===== src/rtl/sser_pkg.sv =====
package sser_pkg;
  localparam int REG_W = 8;

  typedef enum logic [1:0] {
    SRC_CLK  = 2'b00,
    SRC_DIV8 = 2'b01,
    SRC_PRE  = 2'b10,
    SRC_RSVD = 2'b11
  } src_e;

  typedef struct packed {
    logic msb_first;
    logic pol;
    logic flow_off;
    logic flow_sel;
    logic empty;
    logic od;
    src_e src;
  } ctrl_t;

  localparam logic [1:0] ADDR_CTRL = 2'd0;
  localparam logic [1:0] ADDR_DIV  = 2'd1;
  localparam logic [1:0] ADDR_PRE  = 2'd2;
endpackage


===== src/rtl/sser_regs.sv =====
module sser_regs
  import sser_pkg::*;
#(
  parameter int DIV_W = 8,
  parameter int PRE_W = 4
) (
  input  logic             clk_i,
  input  logic             rst_ni,
  input  logic             we_i,
  input  logic [1:0]       addr_i,
  input  logic [REG_W-1:0] wdata_i,
  input  logic             tx_empty_i,
  output logic [REG_W-1:0] rdata_o,
  output src_e             src_o,
  output logic             pol_o,
  output logic             msb_first_o,
  output logic             flow_off_o,
  output logic             flow_sel_o,
  output logic             od_o,
  output logic [DIV_W-1:0] div_o,
  output logic [PRE_W-1:0] pre_n_o,
  output logic             pre_en_o
);
  ctrl_t            ctrl_q, ctrl_w, ctrl_rd;
  logic [DIV_W-1:0] div_q;
  logic [PRE_W-1:0] pre_n_q;
  logic             pre_en_q, cfg_err_q;

  assign ctrl_w = ctrl_t'(wdata_i);

  always_ff @(posedge clk_i or negedge rst_ni) begin
    if (!rst_ni) begin
      ctrl_q    <= '0;
      div_q     <= '0;
      pre_n_q   <= '0;
      pre_en_q  <= 1'b0;
      cfg_err_q <= 1'b0;
    end else if (we_i) begin
      case (addr_i)
        ADDR_CTRL: begin
          ctrl_q       <= ctrl_w;
          ctrl_q.empty <= 1'b0;
          if (ctrl_w.src == SRC_RSVD) begin
            ctrl_q.src <= ctrl_q.src;  // hold last legal source
            cfg_err_q  <= 1'b1;
          end
        end
        ADDR_DIV: div_q <= wdata_i[DIV_W-1:0];
        ADDR_PRE: begin
          pre_n_q  <= wdata_i[PRE_W-1:0];
          pre_en_q <= wdata_i[PRE_W];
        end
        default: ;
      endcase
    end
  end

  always_comb begin
    ctrl_rd       = ctrl_q;
    ctrl_rd.empty = tx_empty_i;
    rdata_o       = '0;
    case (addr_i)
      ADDR_CTRL: rdata_o = ctrl_rd;
      ADDR_DIV:  rdata_o[DIV_W-1:0] = div_q;
      ADDR_PRE: begin
        rdata_o[PRE_W-1:0] = pre_n_q;
        rdata_o[PRE_W]     = pre_en_q;
        rdata_o[REG_W-1]   = cfg_err_q;
      end
      default: rdata_o = '0;
    endcase
  end

  assign src_o       = ctrl_q.src;
  assign pol_o       = ctrl_q.pol;
  assign msb_first_o = ctrl_q.msb_first;
  assign flow_off_o  = ctrl_q.flow_off;
  assign flow_sel_o  = ctrl_q.flow_sel;
  assign od_o        = ctrl_q.od;
  assign div_o       = div_q;
  assign pre_n_o     = pre_n_q;
  assign pre_en_o    = pre_en_q;

  // reserved source code never becomes active
  a_r3_src_legal: assert property (@(posedge clk_i) disable iff (!rst_ni)
    ctrl_q.src != SRC_RSVD);

  // error flag is sticky
  a_r3_err_sticky: assert property (@(posedge clk_i) disable iff (!rst_ni)
    cfg_err_q |=> cfg_err_q);
endmodule


===== src/rtl/sser_tick_gen.sv =====
module sser_tick_gen
  import sser_pkg::*;
#(
  parameter int DIV_W = 8,
  parameter int PRE_W = 4
) (
  input  logic             clk_i,
  input  logic             rst_ni,
  input  src_e             src_i,
  input  logic [DIV_W-1:0] div_i,
  input  logic [PRE_W-1:0] pre_n_i,
  input  logic             pre_en_i,
  output logic             edge_tick_o
);
  localparam int PC_W = PRE_W + 1;

  logic [2:0]       c8_q;
  logic [PC_W-1:0]  pc_q, pre_lim;
  logic [DIV_W-1:0] bc_q;
  logic             div8_tick, pre_tick, src_tick;

  assign pre_lim   = {pre_n_i, 1'b0} - PC_W'(1);
  assign div8_tick = (c8_q == 3'd7);
  assign pre_tick  = pre_en_i && ((pre_n_i == '0) || (pc_q >= pre_lim));

  always_comb begin
    case (src_i)
      SRC_CLK:  src_tick = 1'b1;
      SRC_DIV8: src_tick = div8_tick;
      SRC_PRE:  src_tick = pre_tick;
      default:  src_tick = 1'b0;
    endcase
  end

  assign edge_tick_o = src_tick && (bc_q >= div_i);

  always_ff @(posedge clk_i or negedge rst_ni) begin
    if (!rst_ni) begin
      c8_q <= '0;
      pc_q <= '0;
      bc_q <= '0;
    end else begin
      c8_q <= c8_q + 3'd1;
      pc_q <= (!pre_en_i || pre_tick) ? '0 : pc_q + PC_W'(1);
      if (src_tick) bc_q <= edge_tick_o ? '0 : bc_q + DIV_W'(1);
    end
  end

  // a disabled prescaler yields no serial edges
  a_r10_pre_off_silent: assert property (@(posedge clk_i) disable iff (!rst_ni)
    (src_i == SRC_PRE && !pre_en_i) |-> !edge_tick_o);
endmodule


===== src/rtl/sser_shift_engine.sv =====
module sser_shift_engine #(
  parameter int FRAME_W = 8
) (
  input  logic               clk_i,
  input  logic               rst_ni,
  input  logic               edge_tick_i,
  input  logic               pol_i,
  input  logic               msb_first_i,
  input  logic               gate_ok_i,
  input  logic [FRAME_W-1:0] tx_data_i,
  input  logic               tx_valid_i,
  input  logic               sdi_i,
  output logic               sclk_o,
  output logic               sdo_o,
  output logic [FRAME_W-1:0] rx_data_o,
  output logic               rx_valid_o,
  output logic               tx_empty_o
);
  localparam int CNT_W = $clog2(FRAME_W);
  localparam logic [CNT_W-1:0] LAST = CNT_W'(FRAME_W - 1);

  logic               busy_q, phase_q, pend_q, sclk_q, sdo_q, rx_valid_q;
  logic [CNT_W-1:0]   cnt_q, idx;
  logic [FRAME_W-1:0] buf_q, tx_sh_q, rx_sh_q, rx_next, rx_data_q;

  assign idx = msb_first_i ? (LAST - cnt_q) : cnt_q;

  always_comb begin
    rx_next      = rx_sh_q;
    rx_next[idx] = sdi_i;
  end

  always_ff @(posedge clk_i or negedge rst_ni) begin
    if (!rst_ni) begin
      busy_q     <= 1'b0;
      phase_q    <= 1'b0;
      pend_q     <= 1'b0;
      sclk_q     <= 1'b1;
      sdo_q      <= 1'b1;
      rx_valid_q <= 1'b0;
      cnt_q      <= '0;
      buf_q      <= '0;
      tx_sh_q    <= '0;
      rx_sh_q    <= '0;
      rx_data_q  <= '0;
    end else begin
      rx_valid_q <= 1'b0;
      if (tx_valid_i && !pend_q) begin
        pend_q <= 1'b1;
        buf_q  <= tx_data_i;
      end
      if (!busy_q) begin
        sclk_q <= ~pol_i;
        if (pend_q && gate_ok_i) begin
          busy_q  <= 1'b1;
          pend_q  <= 1'b0;
          tx_sh_q <= buf_q;
          cnt_q   <= '0;
          phase_q <= 1'b0;
        end
      end else if (edge_tick_i) begin
        if (!phase_q) begin
          // leading edge: launch bit
          sclk_q  <= pol_i;
          sdo_q   <= tx_sh_q[idx];
          phase_q <= 1'b1;
        end else begin
          // trailing edge: capture bit
          sclk_q  <= ~pol_i;
          rx_sh_q <= rx_next;
          phase_q <= 1'b0;
          if (cnt_q == LAST) begin
            busy_q     <= 1'b0;
            rx_valid_q <= 1'b1;
            rx_data_q  <= rx_next;
          end else begin
            cnt_q <= cnt_q + CNT_W'(1);
          end
        end
      end
    end
  end

  assign sclk_o     = sclk_q;
  assign sdo_o      = sdo_q;
  assign rx_data_o  = rx_data_q;
  assign rx_valid_o = rx_valid_q;
  assign tx_empty_o = !pend_q && !busy_q;

  a_r7_single_pulse: assert property (@(posedge clk_i) disable iff (!rst_ni)
    rx_valid_q |=> !rx_valid_q);

  a_r8_start_gated: assert property (@(posedge clk_i) disable iff (!rst_ni)
    $rose(busy_q) |-> $past(gate_ok_i));

  // data line holds across the trailing edge
  a_r5_sdo_hold: assert property (@(posedge clk_i) disable iff (!rst_ni)
    (busy_q && phase_q && edge_tick_i) |=> $stable(sdo_q));

  a_r4_busy_not_empty: assert property (@(posedge clk_i) disable iff (!rst_ni)
    busy_q |-> !tx_empty_o);
endmodule


===== src/rtl/sync_serial_xcvr.sv =====
module sync_serial_xcvr
  import sser_pkg::*;
#(
  parameter int FRAME_W = 8,
  parameter int DIV_W   = 8,
  parameter int PRE_W   = 4
) (
  input  logic               clk_i,
  input  logic               rst_ni,
  input  logic               reg_we_i,
  input  logic [1:0]         reg_addr_i,
  input  logic [REG_W-1:0]   reg_wdata_i,
  output logic [REG_W-1:0]   reg_rdata_o,
  input  logic [FRAME_W-1:0] tx_data_i,
  input  logic               tx_valid_i,
  output logic [FRAME_W-1:0] rx_data_o,
  output logic               rx_valid_o,
  output logic               sclk_o,
  output logic               sdo_o,
  input  logic               sdi_i,
  input  logic               cts_ni,
  output logic               od_mode_o
);
  src_e             src;
  logic             pol, msb_first, flow_off, flow_sel, od;
  logic [DIV_W-1:0] div;
  logic [PRE_W-1:0] pre_n;
  logic             pre_en, edge_tick, tx_empty, gate_ok;

  sser_regs #(.DIV_W(DIV_W), .PRE_W(PRE_W)) u_regs (
    .clk_i      (clk_i),
    .rst_ni     (rst_ni),
    .we_i       (reg_we_i),
    .addr_i     (reg_addr_i),
    .wdata_i    (reg_wdata_i),
    .tx_empty_i (tx_empty),
    .rdata_o    (reg_rdata_o),
    .src_o      (src),
    .pol_o      (pol),
    .msb_first_o(msb_first),
    .flow_off_o (flow_off),
    .flow_sel_o (flow_sel),
    .od_o       (od),
    .div_o      (div),
    .pre_n_o    (pre_n),
    .pre_en_o   (pre_en)
  );

  sser_tick_gen #(.DIV_W(DIV_W), .PRE_W(PRE_W)) u_tick (
    .clk_i      (clk_i),
    .rst_ni     (rst_ni),
    .src_i      (src),
    .div_i      (div),
    .pre_n_i    (pre_n),
    .pre_en_i   (pre_en),
    .edge_tick_o(edge_tick)
  );

  // CTS gates only with flow control enabled and CTS function selected
  assign gate_ok = flow_off | flow_sel | ~cts_ni;

  sser_shift_engine #(.FRAME_W(FRAME_W)) u_eng (
    .clk_i      (clk_i),
    .rst_ni     (rst_ni),
    .edge_tick_i(edge_tick),
    .pol_i      (pol),
    .msb_first_i(msb_first),
    .gate_ok_i  (gate_ok),
    .tx_data_i  (tx_data_i),
    .tx_valid_i (tx_valid_i),
    .sdi_i      (sdi_i),
    .sclk_o     (sclk_o),
    .sdo_o      (sdo_o),
    .rx_data_o  (rx_data_o),
    .rx_valid_o (rx_valid_o),
    .tx_empty_o (tx_empty)
  );

  assign od_mode_o = od;
endmodule


===== config.mk =====
export PLATFORM = sky130hd
export DESIGN_NAME = sync_serial_xcvr
export DESIGN_NICKNAME = d
export VERILOG_FILES = /design/src/rtl/sser_pkg.sv /design/src/rtl/sser_regs.sv /design/src/rtl/sser_tick_gen.sv /design/src/rtl/sser_shift_engine.sv /design/src/rtl/sync_serial_xcvr.sv
export SDC_FILE = /design/constraint.sdc
export NUM_CORES = 1
export LEC_CHECK = 0
export ABC_AREA = 1
export BUFFER_PORTS_ARGS = -buffer_cell sky130_fd_sc_hd__buf_4
export CORE_MARGIN = 4
export CORE_UTILIZATION = 45
export CTS_CLUSTER_DIAMETER = 100
export DETAILED_ROUTE_END_ITERATION = 8
export PLACE_DENSITY = 0.67
export SLEW_MARGIN = 20
export SYNTH_ARGS = -nofsm -noshare
export SYNTH_HDL_FRONTEND = slang
export SYNTH_SLANG_ARGS = --single-unit

===== constraint.sdc =====
create_clock -name clk_i -period 2.2 [get_ports clk_i]
set_input_delay 0.44 -clock clk_i [delete_from_list [all_inputs] [get_ports clk_i]]
set_output_delay 0.44 -clock clk_i [all_outputs]
set_load 0.01 [all_outputs]

== Word level (Yosys, flattened, before mapping) ==
Index checks and enable logic that the tools add are counted.

* Register bits: 78
* Word-level logic and storage cells: 113
* Output and inout port bits: 20
* Input port bits: 24

* Bitwise logic cells: 7
* Muxes and demuxes: 36
* Reductions and logical operators: 26
* Order comparisons: 4
* Equality and inequality tests: 10
* Add/subtract/negate cells: 6

{| class="wikitable"
|+ Operators with widths
! operator !! number
|-
| two-way mux 1 bit || 21
|-
| two-way mux 3 bit || 6
|-
| one-hot mux 5 bit (3 select lines) || 1
|-
| AND reduction 3 bit || 4
|-
| AND reduction 2 bit || 5
|-
| adder 8 x 1 -> 8 bit, second input constant || 1
|-
| bitwise mux 8 bit || 1
|-
| >= comparator 8 bit || 1
|-
| two-way mux 8 bit || 1
|-
| AND reduction 4 bit || 2
|-
| adder 3 x 1 -> 3 bit, second input constant || 2
|-
| == test 2 bit, second input constant || 3
|-
| == test 3 bit, second input constant || 2
|-
| logical AND 1 bit || 6
|-
| != test 2 bit, second input constant || 3
|-
| one-hot mux 1 bit (3 select lines) || 2
|-
| adder 5 x 1 -> 5 bit, second input constant || 1
|-
| >= comparator 5 bit || 1
|-
| two-way mux 5 bit || 1
|-
| NOT 1 bit || 5
|-
| subtractor 5 x 1 -> 5 bit, second input constant || 1
|-
| == test 2 x 1 -> 1 bit, second input constant || 2
|-
| logical NOT 2 bit || 2
|-
| logical NOT 4 bit || 1
|-
| 10 further kinds || 14
|}

== Logic depth before layout (Yosys ltp) ==
* Word-level depth: 8
* Gate-level depth with buffers: 16
* Depth with buffers taken out: 15

== Hierarchy ==
From an unflattened synthesis, not the netlist that was laid out.

* Cells, all modules: 514
* Area total of the unflattened synthesis: 4117.7 um2

{| class="wikitable"
|+ Modules (own cells, without submodules)
! module !! instances !! cells an instance !! sequential area each (um2) !! area each (um2)
|-
| sser_shift_engine || 1 || 234 || 1028.5 || 1946.9
|-
| sser_tick_gen || 1 || 149 || 400.4 || 1171.1
|-
| sser_regs || 1 || 129 || 525.5 || 992.2
|-
| sync_serial_xcvr || 1 || 2 || 0.0 || 7.5
|}

== Worst setup path after synthesis ==
Ideal clock, no wire load.

* Path kind: reg2reg
* Start: register u_regs.pre_n_q[2] (netlist: u_regs.pre_n_o[2])
* End: register u_eng.phase_q
* Data arrival time: 1868 ps
* Required time: 2069 ps
* Path slack: 200 ps
* Cell stages (with the launch flop): 15
* Clock period less this slack: 2000 ps
* Buffers on the path: 1
* Setup time: 131 ps
* Cell sequence: dfrtp_1 > nor3_1 > xor2_1 > ha_1 > nand2_1 > nand2_1 > a21oi_1 > nand2_1 > nand2_1 > nand2_2 > nand2_4 > buf_6 > nor2_1 > inv_1 > o21ai_0

* Word-level cells in the longest chain between the ends: 8
* Elaborated cells between the ends (all ways): 9
* Those cells by class: add/sub: 1; order compare: 1; eq/ne: 1; mux: 1; reduce/logical: 5

{| class="wikitable"
|+ Ends and longest elaborated chain
! element !! line !! source
|-
| start: declaration || sser_regs.sv:26 || <nowiki>logic [PRE_W-1:0] pre_n_q;</nowiki>
|-
| start signal: assignment || sser_regs.sv:50 || <nowiki>pre_n_q <= wdata_i[PRE_W-1:0];</nowiki>
|-
| subtractor 5 x 1 -> 5 bit || sser_tick_gen.sv:22 || <nowiki>assign pre_lim = {pre_n_i, 1'b0} - PC_W'(1);</nowiki>
|-
| >= comparator 5 bit || sser_tick_gen.sv:24 || <nowiki>assign pre_tick = pre_en_i && ((pre_n_i == '0) || (pc_q >= pre_lim));</nowiki>
|-
| logical OR 1 bit * || sser_tick_gen.sv:24 ||
|-
| logical AND 1 bit * || sser_tick_gen.sv:24 ||
|-
| one-hot mux 1 bit (3 select lines) * || sser_tick_gen.sv:27 || <nowiki>case (src_i)</nowiki>
|-
| logical AND 1 bit * || sser_tick_gen.sv:35 || <nowiki>assign edge_tick_o = src_tick && (bc_q >= div_i);</nowiki>
|-
| != test 2 bit (no line) * || - ||
|-
| AND reduction 2 bit (no line) * || - ||
|-
| end signal: assignment || sser_shift_engine.sv:36 || <nowiki>phase_q <= 1'b0;</nowiki>
|-
| end signal: assignment || sser_shift_engine.sv:59 || <nowiki>phase_q <= 1'b0;</nowiki>
|-
| end signal: assignment || sser_shift_engine.sv:66 || <nowiki>phase_q <= 1'b1;</nowiki>
|-
| end: declaration || sser_shift_engine.sv:22 || <nowiki>logic busy_q, phase_q, pend_q, sclk_q, sdo_q, rx_valid_q;</nowiki>
|}

Mark *: on every way between the ends. The rest lies on a longest branch, timed or not.
A chain may end at the register's enable or synchronous reset.

== Final worst setup path ==
* Start: register u_regs.pre_n_q[1] (netlist: u_regs.pre_n_o[1])
* End: register u_eng.rx_sh_q[2]

* Word-level cells in the longest chain between the ends: 7
* Elaborated cells between the ends (all ways): 8
* Those cells by class: add/sub: 1; order compare: 1; mux: 1; reduce/logical: 5

{| class="wikitable"
|+ Ends and longest elaborated chain
! element !! line !! source
|-
| subtractor 5 x 1 -> 5 bit || sser_tick_gen.sv:22 ||
|-
| >= comparator 5 bit || sser_tick_gen.sv:24 ||
|-
| logical OR 1 bit * || sser_tick_gen.sv:24 ||
|-
| logical AND 1 bit * || sser_tick_gen.sv:24 ||
|-
| one-hot mux 1 bit (3 select lines) * || sser_tick_gen.sv:27 ||
|-
| logical AND 1 bit * || sser_tick_gen.sv:35 ||
|-
| AND reduction 3 bit (no line) * || - ||
|-
| end signal: assignment || sser_shift_engine.sv:70 || <nowiki>rx_sh_q <= rx_next;</nowiki>
|-
| end: declaration || sser_shift_engine.sv:24 || <nowiki>logic [FRAME_W-1:0] buf_q, tx_sh_q, rx_sh_q, rx_next, rx_data_q;</nowiki>
|}

Marked as above.

==> impl_metrics.py <==
metrics = {
    "pwr": {
        "ir_worst_vdd_uv": 393,
        "powerDensity_nw_per_um2": 942,
        "p_leak_uw": 0.00250,
    },
    "timing": {
        "final-max-slew-violation-count": 0,
        "worst_slew_pin_slew_ps": 452,
        "max_slew_margin_pct": 69.7,
        "hold_viol": 0,
        "fin_crit_sh_pct": 97.1,
        "period_needed_ps": 2140,
        "fin_skew_ps": 9.12,
        "timing.fmax_mhz": 468,
        "finalSetupViolCount": 0,
        "worst_hold_slack_ps": 21.4,
        "rsz0062_at_grt": "yes",
    },
    "synthesis": {
        "async_flop_share_pct": 100,
        "yosysMostFrequentCell": "nand2_1",
        "synth-seq-area-share_pct": 49.4,
        "yosysTopAreaCellShare_pct": 48.0,
        "syn_inst": 473,
        "netlist_area_um2": 3960,
        "yosys_warnings": 0,
        "synth.area.top_cells": "dfrtp_1 48%, nand2_1 14%, ha_1 6.3%",
        "ys.flop_type": "dfrtp_1",
        "syn-num-nets": 517,
        "yosys_register_bits": 78,
        "synthDistinctLibCells": 34,
        "synth_top_area_cell": "dfrtp_1",
        "synth_edf_count": 0,
        "synth_commonest_cells": "152 x nand2_1, 76 x dfrtp_1, 50 x inv_1",
        "syn_area_per_cell_um2": 8.37,
    },
    "route": {
        "routedWlPerCell_um": 13.8,
        "drt-pass1-iter-count": 4,
        "drc": 0,
        "ant_nets": 0,
        "drt-initial-drc-count": 115,
        "viasPerCell": 5.13,
        "wirelength_um": 8840,
        "num_vias": 3290,
    },
    "clock_network": {
        "cts_buffer_depth": 2,
        "cts-buffers-inserted": 9,
        "clock-sinks": 78,
        "ctsHoldBuffers": 0,
        "tritoncts": "done",
        "root_buffer": "clkbuf_8",
        "clk_latency_ps": 350,
        "cts_htree_levels": 3,
        "cts.clk_slew.worst_paths_ps": 80,
    },
    "layout": {
        "final-seq-area_um2": 1950,
        "layout.nets": 575,
        "post-route-util_pct": 57.2,
        "antenna_cells": 0,
        "syn_to_final_growth_pct": 21.2,
        "multiInputGateArea_um2": 1820,
        "n_fill_cell": 770,
        "layout-drive-gt1-share_pct": 18.5,
    },
    "floorplan": {
        "io_pins": 44,
        "die_w_um": 102,
        "fp.dieH_um": 102,
        "row_count": 33,
        "die_area_um2": 10400,
        "core_region_area_um2": 8380,
        "initial_core_util_pct": 47.2,
    },
    "grt": {
        "track_usage_pct": 18.3,
        "grt_pass1_vias": 3235,
        "grt_max_degree": 47,
        "antenna_found_initial": 0,
        "overflow": 0,
        "grt_pass1_wl_um": 15000,
    },
    "critical_path": {
        "r2r_slack_ps": 60,
        "cp-start-kind": "flop",
        "crit_type": "reg -> reg",
        "cp-end-kind": "flop",
        "crit_required_ps": 2490,
        "critPathMaxFanout": 9,
        "worstPathArrival_ps": 2420,
    },
    "run": {
        "cap_viol_max_count": 0,
    },
    "status": {
        "status": "complete, no violations",
    },
    "place": {
        "hpwl_um": 6380,
        "place.gp.congestion": 0.872,
        "port-buffer-count": 43,
    },
    "min_path": {
        "hp-class": "in -> async",
    },
}
## flip-flops by register name (all words and copies together), names as in the netlist, 3 cells and up
register	cells
u_eng.cnt_q	3
u_regs.div_o	8
u_regs.pre_n_o	4
u_eng.tx_sh_q	8
u_tick.bc_q	8
u_tick.c8_q	3
u_eng.rx_data_o	8
u_tick.pc_q	5
u_eng.buf_q	8
u_eng.rx_sh_q	8
## kinds of logic after synthesis
kind of cell / after synthesis / share of synthesized area [%]
compound gates: 49 / 6.92
xor+xnor: 11 / 2.81
fa+ha+maj: 20 / 6.32
mux: 8 / 2.28
flops: 78 / 49.4
simple gates: 244 / 25.9
buf+inv: 63 / 6.35
## report_power, final
part / switching [µW] / internal (µW)
clock network: 543 / 790
registers: 215 / 1680
logic: 793 / 502
## path summary, 6_finish.rpt
| path | startpoint | to | depth (start not counted) |
|---|---|---|---|
| worst max register to register | u_regs.pre_n_o[1]$_DFFE_PN0P_ | u_eng.rx_sh_q[2]$_DFFE_PN0P_ | 14 |
| worst max-delay path | u_regs.pre_n_o[1]$_DFFE_PN0P_ | u_eng.rx_sh_q[2]$_DFFE_PN0P_ | 14 |
| min in group clk_i | tx_data_i[5] | u_eng.buf_q[5]$_DFFE_PN0P_ | 2 |
| worst min-delay path | rst_ni | u_regs.pre_n_o[2]$_DFFE_PN0P_ | 1 |
| max in group asynchronous | rst_ni | u_eng.sclk_o$_DFFE_PN1P_ | 2 |
| worst min register to register | u_tick.c8_q[0]$_DFF_PN0_ | u_tick.c8_q[0]$_DFF_PN0_ | 1 |
## cell type report
cell class / instances / share of cell area (%)
sequential: 78 / 40.7
timing repair buffer: 53 / 8.79
inverter: 56 / 4.67
clock inverter: 5 / 2.22
multi-input combinational: 333 / 37.9
clock buffer: 11 / 2.95
tap: 105 / 2.74
## cell usage in the layout, fill, tap and decap left out, types with 3 or more instances in the layout
master,count
dfrtp_1,76
bufinv_16,3
o21ai_1,8
o21ai_0,25
xor2_1,6
ha_1,19
xnor2_1,3
mux2_2,8
nand2_1,149
buf_4,49
nand4_1,7
inv_1,49
nor2_1,26
buf_6,3
nand3_1,45
o221ai_1,5
a21oi_1,6
clkbuf_8,10
clkinv_1,3
nand2_2,3
## worst max-delay path: stages, from the launching register on
cell      delay, ps
dfrtp_1         410
nor3_2          190
xor2_1          220
ha_1            290
nand2_1          80
nand2_1          60
a21oi_2         120
nand2_1          80
nand2_2          80
nand2_4          80
nand2_8         150
clkinv_8        100
nand2_8          90
nand2_1          70
nand2_1          70
## metrics by stage
step / setup slack, ps / instance area, µm² / TNS (ps) / power (µW) / cells
floorplan: 200 / 3960 / 0 / 2740 / 473
global placement: 81.0 / 4450 / 0 / 3090 / 622
detailed placement: 8.49 / 4450 / 0 / 3140 / 622
CTS: 4.93 / 4710 / 0 / 4480 / 638
global route: -27.0 / 4800 / -313 / 4850 / 641
finish: 63.1 / 4800 / 0 / 4520 / 641
## metal layers
layer	wire length, µm	vias up	GRT usage [%]
met5	0	-	0
met4	178	0	7.16
met3	378	16	3.24
met2	4080	77	28.8
met1	4200	1556	25.3
li1	-	1641	-
## repair_timing
action                                  CTS  global route
gates resized for setup                   3            19
setup buffers                             0             1
endpoints found under the setup margin    5            32
pin swaps                                 0             6
cloned                                    0             2
Power figures use the tool's default switching activity.
